<file path="src/rtl/irq_wake_pkg.sv">
// Package irq_wake_pkg
// Shared constants for the interrupt flag and wake-up controller: source
// indices into the flag and mask vectors, register addresses, and the bit
// positions of fields inside the byte-wide registers.
package irq_wake_pkg;

    localparam int DATA_W  = 8;
    localparam int NUM_SRC = 5;
    localparam int REG_AW  = 2;

    // Source index in flag/mask vectors; mask register uses the same bit order
    localparam int SRC_TMR  = 0;
    localparam int SRC_PORT = 1;
    localparam int SRC_EXT0 = 2;
    localparam int SRC_CMP  = 3;
    localparam int SRC_EXT1 = 4;

    typedef logic [REG_AW-1:0] reg_addr_t;

    localparam reg_addr_t ADDR_WCTL = 2'd0;
    localparam reg_addr_t ADDR_STAT = 2'd1;
    localparam reg_addr_t ADDR_MASK = 2'd2;

    // Wake-control register field positions
    localparam int WCTL_EXT1_BIT = 7;
    localparam int WCTL_PWE_BIT  = 4;
    localparam int WCTL_CWE_BIT  = 2;
    localparam int WCTL_CMP_BIT  = 0;

    // Status register field positions
    localparam int STAT_EXT0_BIT = 2;
    localparam int STAT_PORT_BIT = 1;
    localparam int STAT_TMR_BIT  = 0;

    typedef enum logic {
        DET_FALL   = 1'b0,
        DET_CHANGE = 1'b1
    } det_mode_e;

endpackage

</file>
<file path="src/rtl/irq_event_sync.sv">
// Module irq_event_sync
// Brings WIDTH asynchronous inputs into the clock domain through STAGES
// flip-flops, keeps one more stage as the previous sample, and flags an
// event per bit: a high-to-low transition (DET_FALL) or any level change
// (DET_CHANGE). Assumes inputs are held at least two clock periods.
module irq_event_sync
    import irq_wake_pkg::*;
#(
    parameter int        WIDTH  = 1,
    parameter int        STAGES = 2,
    parameter det_mode_e MODE   = DET_FALL
) (
    input  logic             clk,
    input  logic             rst_n,
    input  logic [WIDTH-1:0] raw_in,
    output logic [WIDTH-1:0] evt
);

    localparam int DEPTH = STAGES + 1;

    logic [WIDTH-1:0] pipe [DEPTH];
    logic [WIDTH-1:0] cur_s;
    logic [WIDTH-1:0] prev_s;

    // Shift the raw input through the synchronizer and history stage
    always_ff @(posedge clk) begin
        if (!rst_n) begin
            for (int i = 0; i < DEPTH; i++) begin
                pipe[i] <= '0;
            end
        end else begin
            pipe[0] <= raw_in;
            for (int i = 1; i < DEPTH; i++) begin
                pipe[i] <= pipe[i-1];
            end
        end
    end

    assign cur_s  = pipe[STAGES-1];
    assign prev_s = pipe[STAGES];

    // Per-bit detector chosen by MODE
    for (genvar b = 0; b < WIDTH; b++) begin : g_det
        if (MODE == DET_FALL) begin : g_fall
            assign evt[b] = prev_s[b] & ~cur_s[b];
        end else begin : g_chg
            assign evt[b] = prev_s[b] ^ cur_s[b];
        end
    end

endmodule

</file>
<file path="src/rtl/irq_flag_bank.sv">
// Module irq_flag_bank
// Holds the event flags, per-source masks, the two wake enables and the
// global interrupt enable, and decodes the register bus. Flags are set by
// hardware and cleared only by writing 0; a set in the same cycle as a
// clear wins. Reads are combinational on reg_addr.
module irq_flag_bank
    import irq_wake_pkg::*;
(
    input  logic               clk,
    input  logic               rst_n,
    input  logic [NUM_SRC-1:0] set_vec,
    input  reg_addr_t          reg_addr,
    input  logic               reg_wr,
    input  logic [DATA_W-1:0]  reg_wdata,
    input  logic               ei_strobe,
    input  logic               di_strobe,
    output logic [DATA_W-1:0]  reg_rdata,
    output logic [NUM_SRC-1:0] flags,
    output logic [NUM_SRC-1:0] mask,
    output logic               port_we,
    output logic               cmp_we,
    output logic               gie
);

    logic [NUM_SRC-1:0] clr_vec;
    logic               wr_wctl;
    logic               wr_stat;
    logic               wr_mask;
    logic               unused_wdata;

    assign wr_wctl = reg_wr && (reg_addr == ADDR_WCTL);
    assign wr_stat = reg_wr && (reg_addr == ADDR_STAT);
    assign wr_mask = reg_wr && (reg_addr == ADDR_MASK);
    assign unused_wdata = ^reg_wdata[DATA_W-2:NUM_SRC];

    // Build the clear vector from a zero written into a flag field
    always_comb begin
        clr_vec = '0;
        if (wr_wctl) begin
            clr_vec[SRC_EXT1] = ~reg_wdata[WCTL_EXT1_BIT];
            clr_vec[SRC_CMP]  = ~reg_wdata[WCTL_CMP_BIT];
        end
        if (wr_stat) begin
            clr_vec[SRC_EXT0] = ~reg_wdata[STAT_EXT0_BIT];
            clr_vec[SRC_PORT] = ~reg_wdata[STAT_PORT_BIT];
            clr_vec[SRC_TMR]  = ~reg_wdata[STAT_TMR_BIT];
        end
    end

    // Update flags: clear first, then OR in hardware sets so sets win
    always_ff @(posedge clk) begin
        if (!rst_n) begin
            flags <= '0;
        end else begin
            flags <= (flags & ~clr_vec) | set_vec;
        end
    end

    // Load mask and wake enables from ordinary writes
    always_ff @(posedge clk) begin
        if (!rst_n) begin
            mask    <= '0;
            port_we <= 1'b0;
            cmp_we  <= 1'b0;
        end else begin
            if (wr_mask) begin
                mask <= reg_wdata[NUM_SRC-1:0];
            end
            if (wr_wctl) begin
                port_we <= reg_wdata[WCTL_PWE_BIT];
                cmp_we  <= reg_wdata[WCTL_CWE_BIT];
            end
        end
    end

    // Global enable: disable strobe has priority over enable strobe
    always_ff @(posedge clk) begin
        if (!rst_n) begin
            gie <= 1'b0;
        end else if (di_strobe) begin
            gie <= 1'b0;
        end else if (ei_strobe) begin
            gie <= 1'b1;
        end
    end

    // Assemble the selected register for reading; spare bits stay 0
    always_comb begin
        reg_rdata = '0;
        unique case (reg_addr)
            ADDR_WCTL: begin
                reg_rdata[WCTL_EXT1_BIT] = flags[SRC_EXT1];
                reg_rdata[WCTL_PWE_BIT]  = port_we;
                reg_rdata[WCTL_CWE_BIT]  = cmp_we;
                reg_rdata[WCTL_CMP_BIT]  = flags[SRC_CMP];
            end
            ADDR_STAT: begin
                reg_rdata[STAT_EXT0_BIT] = flags[SRC_EXT0];
                reg_rdata[STAT_PORT_BIT] = flags[SRC_PORT];
                reg_rdata[STAT_TMR_BIT]  = flags[SRC_TMR];
            end
            ADDR_MASK: begin
                reg_rdata[NUM_SRC-1:0] = mask;
            end
            default: begin
                reg_rdata = '0;
            end
        endcase
    end

endmodule

</file>
<file path="src/rtl/irq_out_stage.sv">
// Module irq_out_stage
// Forms the interrupt request from flags, masks and the global enable, and
// registers a one-cycle wake pulse when a wake-capable source sets its flag
// while the core sleeps. Assumes set strobes are single-cycle events.
module irq_out_stage
    import irq_wake_pkg::*;
(
    input  logic               clk,
    input  logic               rst_n,
    input  logic [NUM_SRC-1:0] flags,
    input  logic [NUM_SRC-1:0] mask,
    input  logic               gie,
    input  logic               port_set,
    input  logic               cmp_set,
    input  logic               port_we,
    input  logic               cmp_we,
    input  logic               sleep,
    output logic               irq,
    output logic               wake
);

    logic wake_hit;

    assign irq      = gie & (|(flags & mask));
    assign wake_hit = sleep & ((port_set & port_we) | (cmp_set & cmp_we));

    // Register the wake pulse so it lines up with the flag update
    always_ff @(posedge clk) begin
        if (!rst_n) begin
            wake <= 1'b0;
        end else begin
            wake <= wake_hit;
        end
    end

endmodule

</file>
<file path="src/rtl/irq_wake_ctrl.sv">
// Module irq_wake_ctrl
// Top of the interrupt flag and wake-up controller. Synchronizes pin,
// comparator and port inputs, collects the five set strobes, and hands them
// to the flag bank and output stage. Assumes tmr_ovf is already synchronous.
module irq_wake_ctrl
    import irq_wake_pkg::*;
#(
    parameter int PORT_W      = 8,
    parameter int SYNC_STAGES = 2
) (
    input  logic              clk,
    input  logic              rst_n,
    input  logic              ext0_pin,
    input  logic              ext1_pin,
    input  logic              cmp_out,
    input  logic [PORT_W-1:0] port_in,
    input  logic              tmr_ovf,
    input  logic [1:0]        reg_addr,
    input  logic              reg_wr,
    input  logic [7:0]        reg_wdata,
    output logic [7:0]        reg_rdata,
    input  logic              ei_strobe,
    input  logic              di_strobe,
    input  logic              sleep,
    output logic              irq,
    output logic              wake
);

    logic [1:0]         ext_evt;
    logic               cmp_evt;
    logic [PORT_W-1:0]  port_evt;
    logic [NUM_SRC-1:0] set_vec;
    logic [NUM_SRC-1:0] flags;
    logic [NUM_SRC-1:0] mask;
    logic               port_we;
    logic               cmp_we;
    logic               gie;

    irq_event_sync #(
        .WIDTH (2),
        .STAGES(SYNC_STAGES),
        .MODE  (DET_FALL)
    ) u_ext_sync (
        .clk   (clk),
        .rst_n (rst_n),
        .raw_in({ext1_pin, ext0_pin}),
        .evt   (ext_evt)
    );

    irq_event_sync #(
        .WIDTH (1),
        .STAGES(SYNC_STAGES),
        .MODE  (DET_CHANGE)
    ) u_cmp_sync (
        .clk   (clk),
        .rst_n (rst_n),
        .raw_in(cmp_out),
        .evt   (cmp_evt)
    );

    irq_event_sync #(
        .WIDTH (PORT_W),
        .STAGES(SYNC_STAGES),
        .MODE  (DET_CHANGE)
    ) u_port_sync (
        .clk   (clk),
        .rst_n (rst_n),
        .raw_in(port_in),
        .evt   (port_evt)
    );

    // Gather per-source set strobes in source-index order
    always_comb begin
        set_vec           = '0;
        set_vec[SRC_TMR]  = tmr_ovf;
        set_vec[SRC_PORT] = |port_evt;
        set_vec[SRC_EXT0] = ext_evt[0];
        set_vec[SRC_CMP]  = cmp_evt;
        set_vec[SRC_EXT1] = ext_evt[1];
    end

    irq_flag_bank u_flag_bank (
        .clk      (clk),
        .rst_n    (rst_n),
        .set_vec  (set_vec),
        .reg_addr (reg_addr),
        .reg_wr   (reg_wr),
        .reg_wdata(reg_wdata),
        .ei_strobe(ei_strobe),
        .di_strobe(di_strobe),
        .reg_rdata(reg_rdata),
        .flags    (flags),
        .mask     (mask),
        .port_we  (port_we),
        .cmp_we   (cmp_we),
        .gie      (gie)
    );

    irq_out_stage u_out_stage (
        .clk     (clk),
        .rst_n   (rst_n),
        .flags   (flags),
        .mask    (mask),
        .gie     (gie),
        .port_set(set_vec[SRC_PORT]),
        .cmp_set (set_vec[SRC_CMP]),
        .port_we (port_we),
        .cmp_we  (cmp_we),
        .sleep   (sleep),
        .irq     (irq),
        .wake    (wake)
    );

endmodule

</file>
<file path="config.mk">
export PLATFORM = sky130hd
export DESIGN_NAME = irq_wake_ctrl
export DESIGN_NICKNAME = d
export VERILOG_FILES = /design/src/rtl/irq_wake_pkg.sv /design/src/rtl/irq_event_sync.sv /design/src/rtl/irq_flag_bank.sv /design/src/rtl/irq_out_stage.sv /design/src/rtl/irq_wake_ctrl.sv
export SDC_FILE = /design/constraint.sdc
export NUM_CORES = 1
export LEC_CHECK = 0
export CAP_MARGIN = 0
export CORE_ASPECT_RATIO = 0.8
export CORE_MARGIN = 2
export CORE_UTILIZATION = 55
export CTS_CLUSTER_DIAMETER = 200
export DETAILED_ROUTE_END_ITERATION = 12
export DONT_BUFFER_PORTS = 1
export PLACE_DENSITY_LB_ADDON = 0.2
export SLEW_MARGIN = 40
export SYNTH_ARGS = -nofsm -noshare
export SYNTH_HDL_FRONTEND = slang
export SYNTH_HIERARCHICAL = 1
export SYNTH_SLANG_ARGS = --single-unit
</file>
<file path="constraint.sdc">
create_clock -name clk -period 1.8 [get_ports clk]
set_clock_uncertainty 0.1 [all_clocks]
set_input_delay 0.27 -clock clk [delete_from_list [all_inputs] [get_ports clk]]
set_output_delay 0.27 -clock clk [all_outputs]
set_load 0.02 [all_outputs]
</file>
Word-level counts from Yosys, hierarchy flattened

Memory sizes are Yosys's and may differ from the RTL's.
Index checks and enable logic that the tools add are counted.

Input bits: 28
Memory bits (writable): 33
Register bits after elaboration: 14
Memories: 3
Logic and storage cells: 73
Output and inout port bits: 10

Bitwise gates (word level): 36
Mux-type cells: 19
Equal/unequal tests: 2
Reductions and logical operators: 7

Memory list:

| name             | words | bits a word | rd ports | clocked after Yosys merged registers in | wr ports | RTL line             | source |
|---|---|---|---|---|---|---|---|
| u_port_sync.pipe | 3     | 8           | 3        | 0                                       | 3        | irq_event_sync.sv:21 | `logic [WIDTH-1:0] pipe [DEPTH];` |
| u_ext_sync.pipe  | 3     | 2           | 3        | 0                                       | 3        | irq_event_sync.sv:21 |  |
| u_cmp_sync.pipe  | 3     | 1           | 3        | 0                                       | 3        | irq_event_sync.sv:21 |  |

Operators with widths:

| operator                                                               | number |
|---|---|
| 8-bit two-way mux                                                      | 3 |
| 5-bit bitwise AND                                                      | 2 |
| 1-bit bitwise OR                                                       | 10 |
| 1-bit bitwise XOR                                                      | 9 |
| 2-bit two-way mux                                                      | 4 |
| 8-bit OR reduction                                                     | 1 |
| 1-bit two-way mux                                                      | 7 |
| 1-bit NOT                                                              | 7 |
| 1-bit bitwise AND                                                      | 6 |
| 1-bit one-hot mux with 3 select lines                                  | 2 |
| 5-bit NOT                                                              | 1 |
| 5-bit bitwise OR                                                       | 1 |
| 5-bit OR reduction                                                     | 1 |
| 1-bit one-hot mux with 2 select lines                                  | 2 |
| 1-bit logical AND                                                      | 3 |
| 3-bit two-way mux                                                      | 1 |
| 2-bit by 1-bit equality test with 1-bit output (second input constant) | 1 |
| 2-bit equality test (second input constant)                            | 1 |
| 2-bit zero test                                                        | 1 |
| 2-bit OR reduction                                                     | 1 |

Longest topological paths before layout

Gate-level depths: netlist of the first run.

Depth in word-level cells: 6
Mapped depth: 5
Depth with buffers taken out: 5

By module

Netlist of the first run, hierarchy kept.

By module, submodules not included:

| module                        | seq. area each (um2) | area an instance (um2) | cells each | times used |
|---|---|---|---|---|
| irq_event_sync at u_port_sync | 480.5                | 734.5                  | 58         | 1 |
| irq_flag_bank                 | 260.2                | 674.4                  | 74         | 1 |
| irq_event_sync at u_ext_sync  | 120.1                | 170.2                  | 14         | 1 |
| irq_event_sync at u_cmp_sync  | 60.1                 | 88.8                   | 7          | 1 |
| irq_out_stage                 | 20.0                 | 60.1                   | 7          | 1 |
| irq_wake_ctrl                 | 0.0                  | 16.3                   | 3          | 1 |

Worst setup path before layout of the first run

Ideal clock, no wire load.

Path kind: input to output
From: input port reg_addr[0]
To: output port reg_rdata[2]
Path slack: 0.338 ns
Data required time: 1.430 ns
Path buffers: 1
Data arrival time: 1.092 ns
Cell stages on the path: 5
Cells stage by stage: inv_1 ha_1 buf_6 a222oi_1 nor2_1

Longest elaborated chain between the ends: 2
Elaborated cells between the ends (all ways): 4
Classes of those cells: 2 x eq/ne; 1 x mux; 1 x reduce/logical

RTL lines:

| element                                           | RTL line            | source |
|---|---|---|
| start: declaration                                | irq_wake_ctrl.sv:18 | `input logic [1:0] reg_addr,` |
| 2-bit equality test, or another cell as far along | irq_flag_bank.sv:90 | `unique case (reg_addr)` |
| 1-bit one-hot mux with 3 select lines *           | irq_flag_bank.sv:90 |  |
| end: declaration                                  | irq_wake_ctrl.sv:21 | `output logic [7:0] reg_rdata,` |

Mark *: on every way between the ends. The rest lies on a longest branch, timed or not.

Worst setup path in the final report of the first run

From: input port reg_addr[0]
To: output port reg_rdata[0]

The elaborated chain is that of the path after synthesis.

==> flow_summary.json, run 1 <==
{
  "synth.most_common_cell": "dfxtp_1",
  "wl_per_cell_um": 13.7,
  "ys_ff_latch": 47,
  "multiInputGateArea_um2": 713,
  "drtAntennaViolNets": 0,
  "drt-vias-per-instance": 5.22,
  "end_kind": "output port",
  "areaGrowthSynthToFinish_pct": 13.7,
  "period_needed_ns": 1.57,
  "grt_pass1_wl_mm": 4.87,
  "p_int_mw": 1.50,
  "powerDensity_mw_per_mm2": 962,
  "drtPass1Iterations": 4,
  "grt_max_degree": 25,
  "ys_seq_area_frac": 0.539,
  "grt_pass1_vias": 1074,
  "path_clk_slew_ns": 0.08,
  "drv_cap": 0,
  "row_count": 18,
  "power.switching_mw": 0.403,
  "cts_hold_buffers": 11,
  "comb_power_share": 0.071,
  "drt_iter0_markers": 91,
  "clock.fmax_mhz": 635,
  "p_leak_nw": 0.854,
  "slew-limit-headroom": 0.668,
  "routabilityCongestion": 0.719,
  "synth_edf_count": 0,
  "synth_cells": 163,
  "initial_utilization": 0.569,
  "yosys.area.top_type": "dfxtp_1",
  "min_period_over_period": 0.874,
  "cp-start-kind": "input port",
  "synth_ff_type": "dfxtp_1",
  "dieArea_mm2": 0.00364,
  "synth_area_leaders": "dfxtp_1 (54%), and2_1 (8.6%), and2_2 (4.7%), xor2_1 (4.5%), buf_6 (3.9%)",
  "syn_area_per_cell_um2": 10.7,
  "rsz0062_at_grt": "false",
  "worst_ep_arrival_time_ns": 1.20,
  "setup_viol": 0,
  "tritoncts": "yes",
  "numCtsBuffers": 5,
  "p_sw_frac": 0.211,
  "crit_type": "input port to output port",
  "grt_usage": 0.189,
  "n_antenna_cell": 0,
  "worstPathMaxFanout": 8,
  "yosys.cell_types.count": 24,
  "ys_warn_count": 6,
  "gr-total-overflow": 0,
  "cp.required_ns": 1.43,
  "cts_max_path_buffers": 2,
  "drcViolationCount": 0,
  "p_clk_frac": 0.350,
  "antenna_found_initial": 0,
  "synth_common_cells": "dfxtp_1 (47), and2_1 (24), and2_2 (11)",
  "clock_latency_ns": 0.29,
  "status": "finished clean",
  "portBuffers": 0,
  "fin_tns_setup_ns": 0,
  "netlist_area_mm2": 0.00174,
  "wirelength_mm": 3.03,
  "num-fill-cells": 259,
  "layout-drive-gt1-share": 0.159,
  "cts_root_buffer": "clkbuf_8",
  "dieHeight_um": 54.4,
  "vias": 1159,
  "ioPinCount": 38,
  "register_area_um2": 941,
  "max_slew.worst_pin.slew_ns": 0.497,
  "cts_resized": 0,
  "whs_ns": 0.0156,
  "synth_top_area_frac": 0.539,
  "core_mm2": 0.00306,
  "nets": 213,
  "htree_levels": 2,
  "seqPwrFrac": 0.578,
  "die_w_um": 67.0,
  "place_hpwl_mm": 1.93,
  "slew_violations": 0,
  "cts_setup_buffers": 0,
  "peakVddDrop_v": 0.000751,
  "report.final.hold_viol_count": 0,
  "cts_sinks": 47,
  "hold_class": "input port to register",
  "synthArstFlopShare": 0
}
[power by group through the flow]
| stage | combinational (mW) | clock [mW] | sequential [mW] |
|---|---|---|---|
| floorplan | 0.109 | 0 | 1.12 |
| global placement | 0.103 | 0 | 1.13 |
| detailed placement | 0.106 | 0 | 1.13 |
| CTS | 0.131 | 0.689 | 1.10 |
| global route | 0.154 | 0.739 | 1.11 |
| finish | 0.136 | 0.668 | 1.10 |
[final cells by class]
| cell class | count | area share |
|---|---|---|
| Inverter | 3 | 0.00568 |
| Multi-Input combinational cell | 106 | 0.360 |
| Tap cell | 40 | 0.0252 |
| Timing Repair Buffer | 18 | 0.0845 |
| Clock buffer | 8 | 0.0505 |
| Sequential cell | 47 | 0.474 |
[sequential cells by signal, indices dropped and copies added (netlist names)]
name / cells
u_out_stage/wake: 1
u_flag_bank/port_we: 1
u_flag_bank/cmp_we: 1
u_flag_bank/mask: 5
u_flag_bank/flags: 5
u_ext_sync/pipe: 6
u_flag_bank/gie: 1
u_cmp_sync/pipe: 3
u_port_sync/pipe: 24
[placed cells by master, fill, tap and decap left out, drive strengths merged, types with 4 or more instances in the layout]
cell type    netlist  layout
xor2               9       9
dfxtp             47      47
ha                 4       4
nor2               9       9
dlygate4sd3        0      13
nand3              7       7
a31oi              5       5
o21ai              5       5
and2              35      35
a21bo              7       7
a21oi              7       7
buf                8       5
clkbuf             0       8
[through the flow]
step	utilization	total power, mW	setup slack, ns	instances	area [µm²]
finish	0.647	1.91	0.226	222	1980
global placement	0.572	1.23	0.267	201	1750
floorplan	-	1.23	0.338	164	1750
detailed placement	0.572	1.23	0.252	201	1750
CTS	0.641	1.92	0.228	220	1960
global route	0.647	2.00	0.126	222	1980
[cells by family (layout without fill, tap and decap cells)]
| family | Yosys count | count (layout) | synth area share |
|---|---|---|---|
| AO/OA/AOI/OAI | 32 | 32 | 0.133 |
| XOR/XNOR | 9 | 9 | 0.0452 |
| adder cells (fa/ha/maj) | 4 | 4 | 0.0287 |
| buffers and inverters | 11 | 29 | 0.0538 |
| flip-flops | 47 | 47 | 0.539 |
| other | 1 | 2 | 0.00215 |
| AND/OR/NAND/NOR | 59 | 59 | 0.198 |
[worst paths after layout]
kind | from | endpoint | slack [ns] | cells after the start
worst min register to register | u_port_sync/pipe[0][1] | u_port_sync/pipe[0][9] | 0.34 | 1
worst max-delay path | reg_addr[0] | reg_rdata[0] | 0.23 | 5
worst min-delay path | rst_n | u_flag_bank/flags[4] | 0.02 | 2
worst max register to register | u_port_sync/pipe[0][15] | u_out_stage/wake | 0.30 | 5
[per-layer routing]
| metal | part of all wire | GRT usage | vias to the layer above | wire, µm |
|---|---|---|---|---|
| li1 | - | - | 574 | - |
| met1 | 0.44 | 0.238 | 538 | 1340 |
| met2 | 0.47 | 0.298 | 47 | 1410 |
| met3 | 0.093 | 0.0658 | 0 | 283 |
| met4 | 0 | 0.0816 | 0 | 0 |
| met5 | 0 | 0 | - | 0 |
[critical path, cell delays in order]
cell	delay, ns
inv_1	0.04
ha_1	0.29
a222oi_1	0.38
nor2_1	0.07
buf_4	0.16
No activity file was read; power rests on OpenSTA's default activity.
==> run 2, diff against run 1 <==
--- a/config.mk
+++ b/config.mk
@@ -12,6 +12,7 @@
 export CTS_CLUSTER_DIAMETER = 200
 export DETAILED_ROUTE_END_ITERATION = 12
 export DONT_BUFFER_PORTS = 1
+export GPL_TIMING_DRIVEN = 0
 export PLACE_DENSITY_LB_ADDON = 0.2
 export SLEW_MARGIN = 40
 export SYNTH_ARGS = -nofsm -noshare
==> flow_summary.json, run 2 (same netlist as run 1, synthesis figures left out) <==
{
  "grt_usage": 0.208,
  "cts_max_path_buffers": 2,
  "cts_sinks": 47,
  "rsz0062_at_grt": "false",
  "grt.met1_usage": 0.258,
  "dieHeight_um": 54.4,
  "grt_pass1_vias": 1103,
  "clock_latency_ns": 0.30,
  "min_period_over_period": 0.898,
  "fin_tns_setup_ns": 0,
  "nets": 220,
  "use_met2": 0.317,
  "grt_pass1_wl_mm": 5.24,
  "setup_viol": 0,
  "hold_class": "input port to register",
  "top_usage_layer": "met2",
  "gr-total-overflow": 0,
  "htree_levels": 2,
  "path_clk_slew_ns": 0.08,
  "end_kind": "output port",
  "slew_violations": 0,
  "cts_root_buffer": "clkbuf_8",
  "antenna_found_initial": 0,
  "crit_type": "input port to output port",
  "fin_area_mm2": 0.00207,
  "core_mm2": 0.00306,
  "drtAntennaViolNets": 0,
  "wirelength_mm": 3.28,
  "worstPathMaxFanout": 10,
  "multiInputGateArea_um2": 713,
  "final_common_cell": "dfxtp_1",
  "period_needed_ns": 1.62,
  "die_w_um": 67.0,
  "met3_usage": 0.0638,
  "layout-drive-gt1-share": 0.169,
  "initial_utilization": 0.569,
  "cp.required_ns": 1.43,
  "place_area_mm2": 0.00180,
  "placed_cells": 204,
  "num-fill-cells": 240,
  "row_count": 18,
  "instances_no_fill": 229,
  "drv_cap": 0,
  "n_antenna_cell": 0,
  "largest_reg_flops": 24,
  "drt-vias-per-instance": 5.33,
  "report.final.hold_viol_count": 0,
  "p_leak_nw": 0.889,
  "whs_ns": 0.0123,
  "cp-start-kind": "input port",
  "areaGrowthSynthToFinish_pct": 18.6,
  "numCtsBuffers": 5,
  "drcViolationCount": 0,
  "ioPinCount": 38,
  "drtPass1Iterations": 4,
  "powerDensity_mw_per_mm2": 943,
  "portBuffers": 0,
  "vias": 1220,
  "drt_iter0_markers": 69,
  "largestRegisters": "u_port_sync/pipe x24, u_ext_sync/pipe x6",
  "worst_ep_arrival_time_ns": 1.25,
  "dieArea_mm2": 0.00364,
  "place_hpwl_mm": 2.27,
  "routabilityCongestion": 0.734,
  "status": "finished clean",
  "final_cell_mix": "dfxtp_1 (47), and2_1 (24), dlygate4sd3_1 (17), and2_2 (11)",
  "peakVddDrop_v": 0.000635,
  "grt_max_degree": 14,
  "wl_per_cell_um": 14.3,
  "largest_register": "u_port_sync/pipe",
  "tritoncts": "yes",
  "clock.fmax_mhz": 618,
  "register_area_um2": 941
}
-- run 2: worst paths after layout --
check                         start                      end  slack, ns  cells after the start
min                           rst_n  u_port_sync/pipe[0][23]       0.01                      1
max reg2reg  u_port_sync/pipe[0][9]         u_out_stage/wake       0.33                      5
min reg2reg  u_port_sync/pipe[0][0]   u_port_sync/pipe[0][8]       0.33                      1
max                     reg_addr[0]             reg_rdata[2]       0.18                      5
-- run 2: final cells by class --
type,count,share of cell area
tap,40,0.0242
multi-input combinational,106,0.345
inverter,3,0.00544
clock buffer,8,0.0484
buffer,8,0.0399
timing repair buffer,17,0.0823
sequential,47,0.455
-- run 2: worst max-delay path: stages --
cell      delay (ns)
inv_1           0.06
ha_1            0.32
buf_6           0.18
a222oi_1        0.07
nor2_1          0.33
-- run 2: metal layers --
metal,up-vias,part of all wire
li1,592,-
met1,574,0.44
met2,44,0.47
met3,10,0.064
met4,0,0.027
met5,-,0
-- run 2: through the flow --
step	utilization	power, mW	worst slack, ns
after floorplan	-	1.23	0.338
after global placement	0.587	1.25	0.266
after detailed placement	0.587	1.26	0.196
after CTS	0.669	1.97	0.197
after global routing	0.675	2.03	0.113
final	0.675	1.95	0.183
-- run 2: repair_timing --
| item | 4_1_cts | 5_1_grt |
|---|---|---|
| resized for setup | 0 | 0 |
| hold buffers | 15 | 2 |
| buffers inserted | 0 | 0 |
| endpoints found under the hold margin | 23 | 2 |
-- run 2: report_power, final --
group	switching (mW)	internal (mW)	total [mW]	leakage (nW)
Combinational	0.0756	0.0875	0.163	0.451
Sequential	0.0211	1.08	1.10	0.386
Clock	0.334	0.350	0.684	0.0515
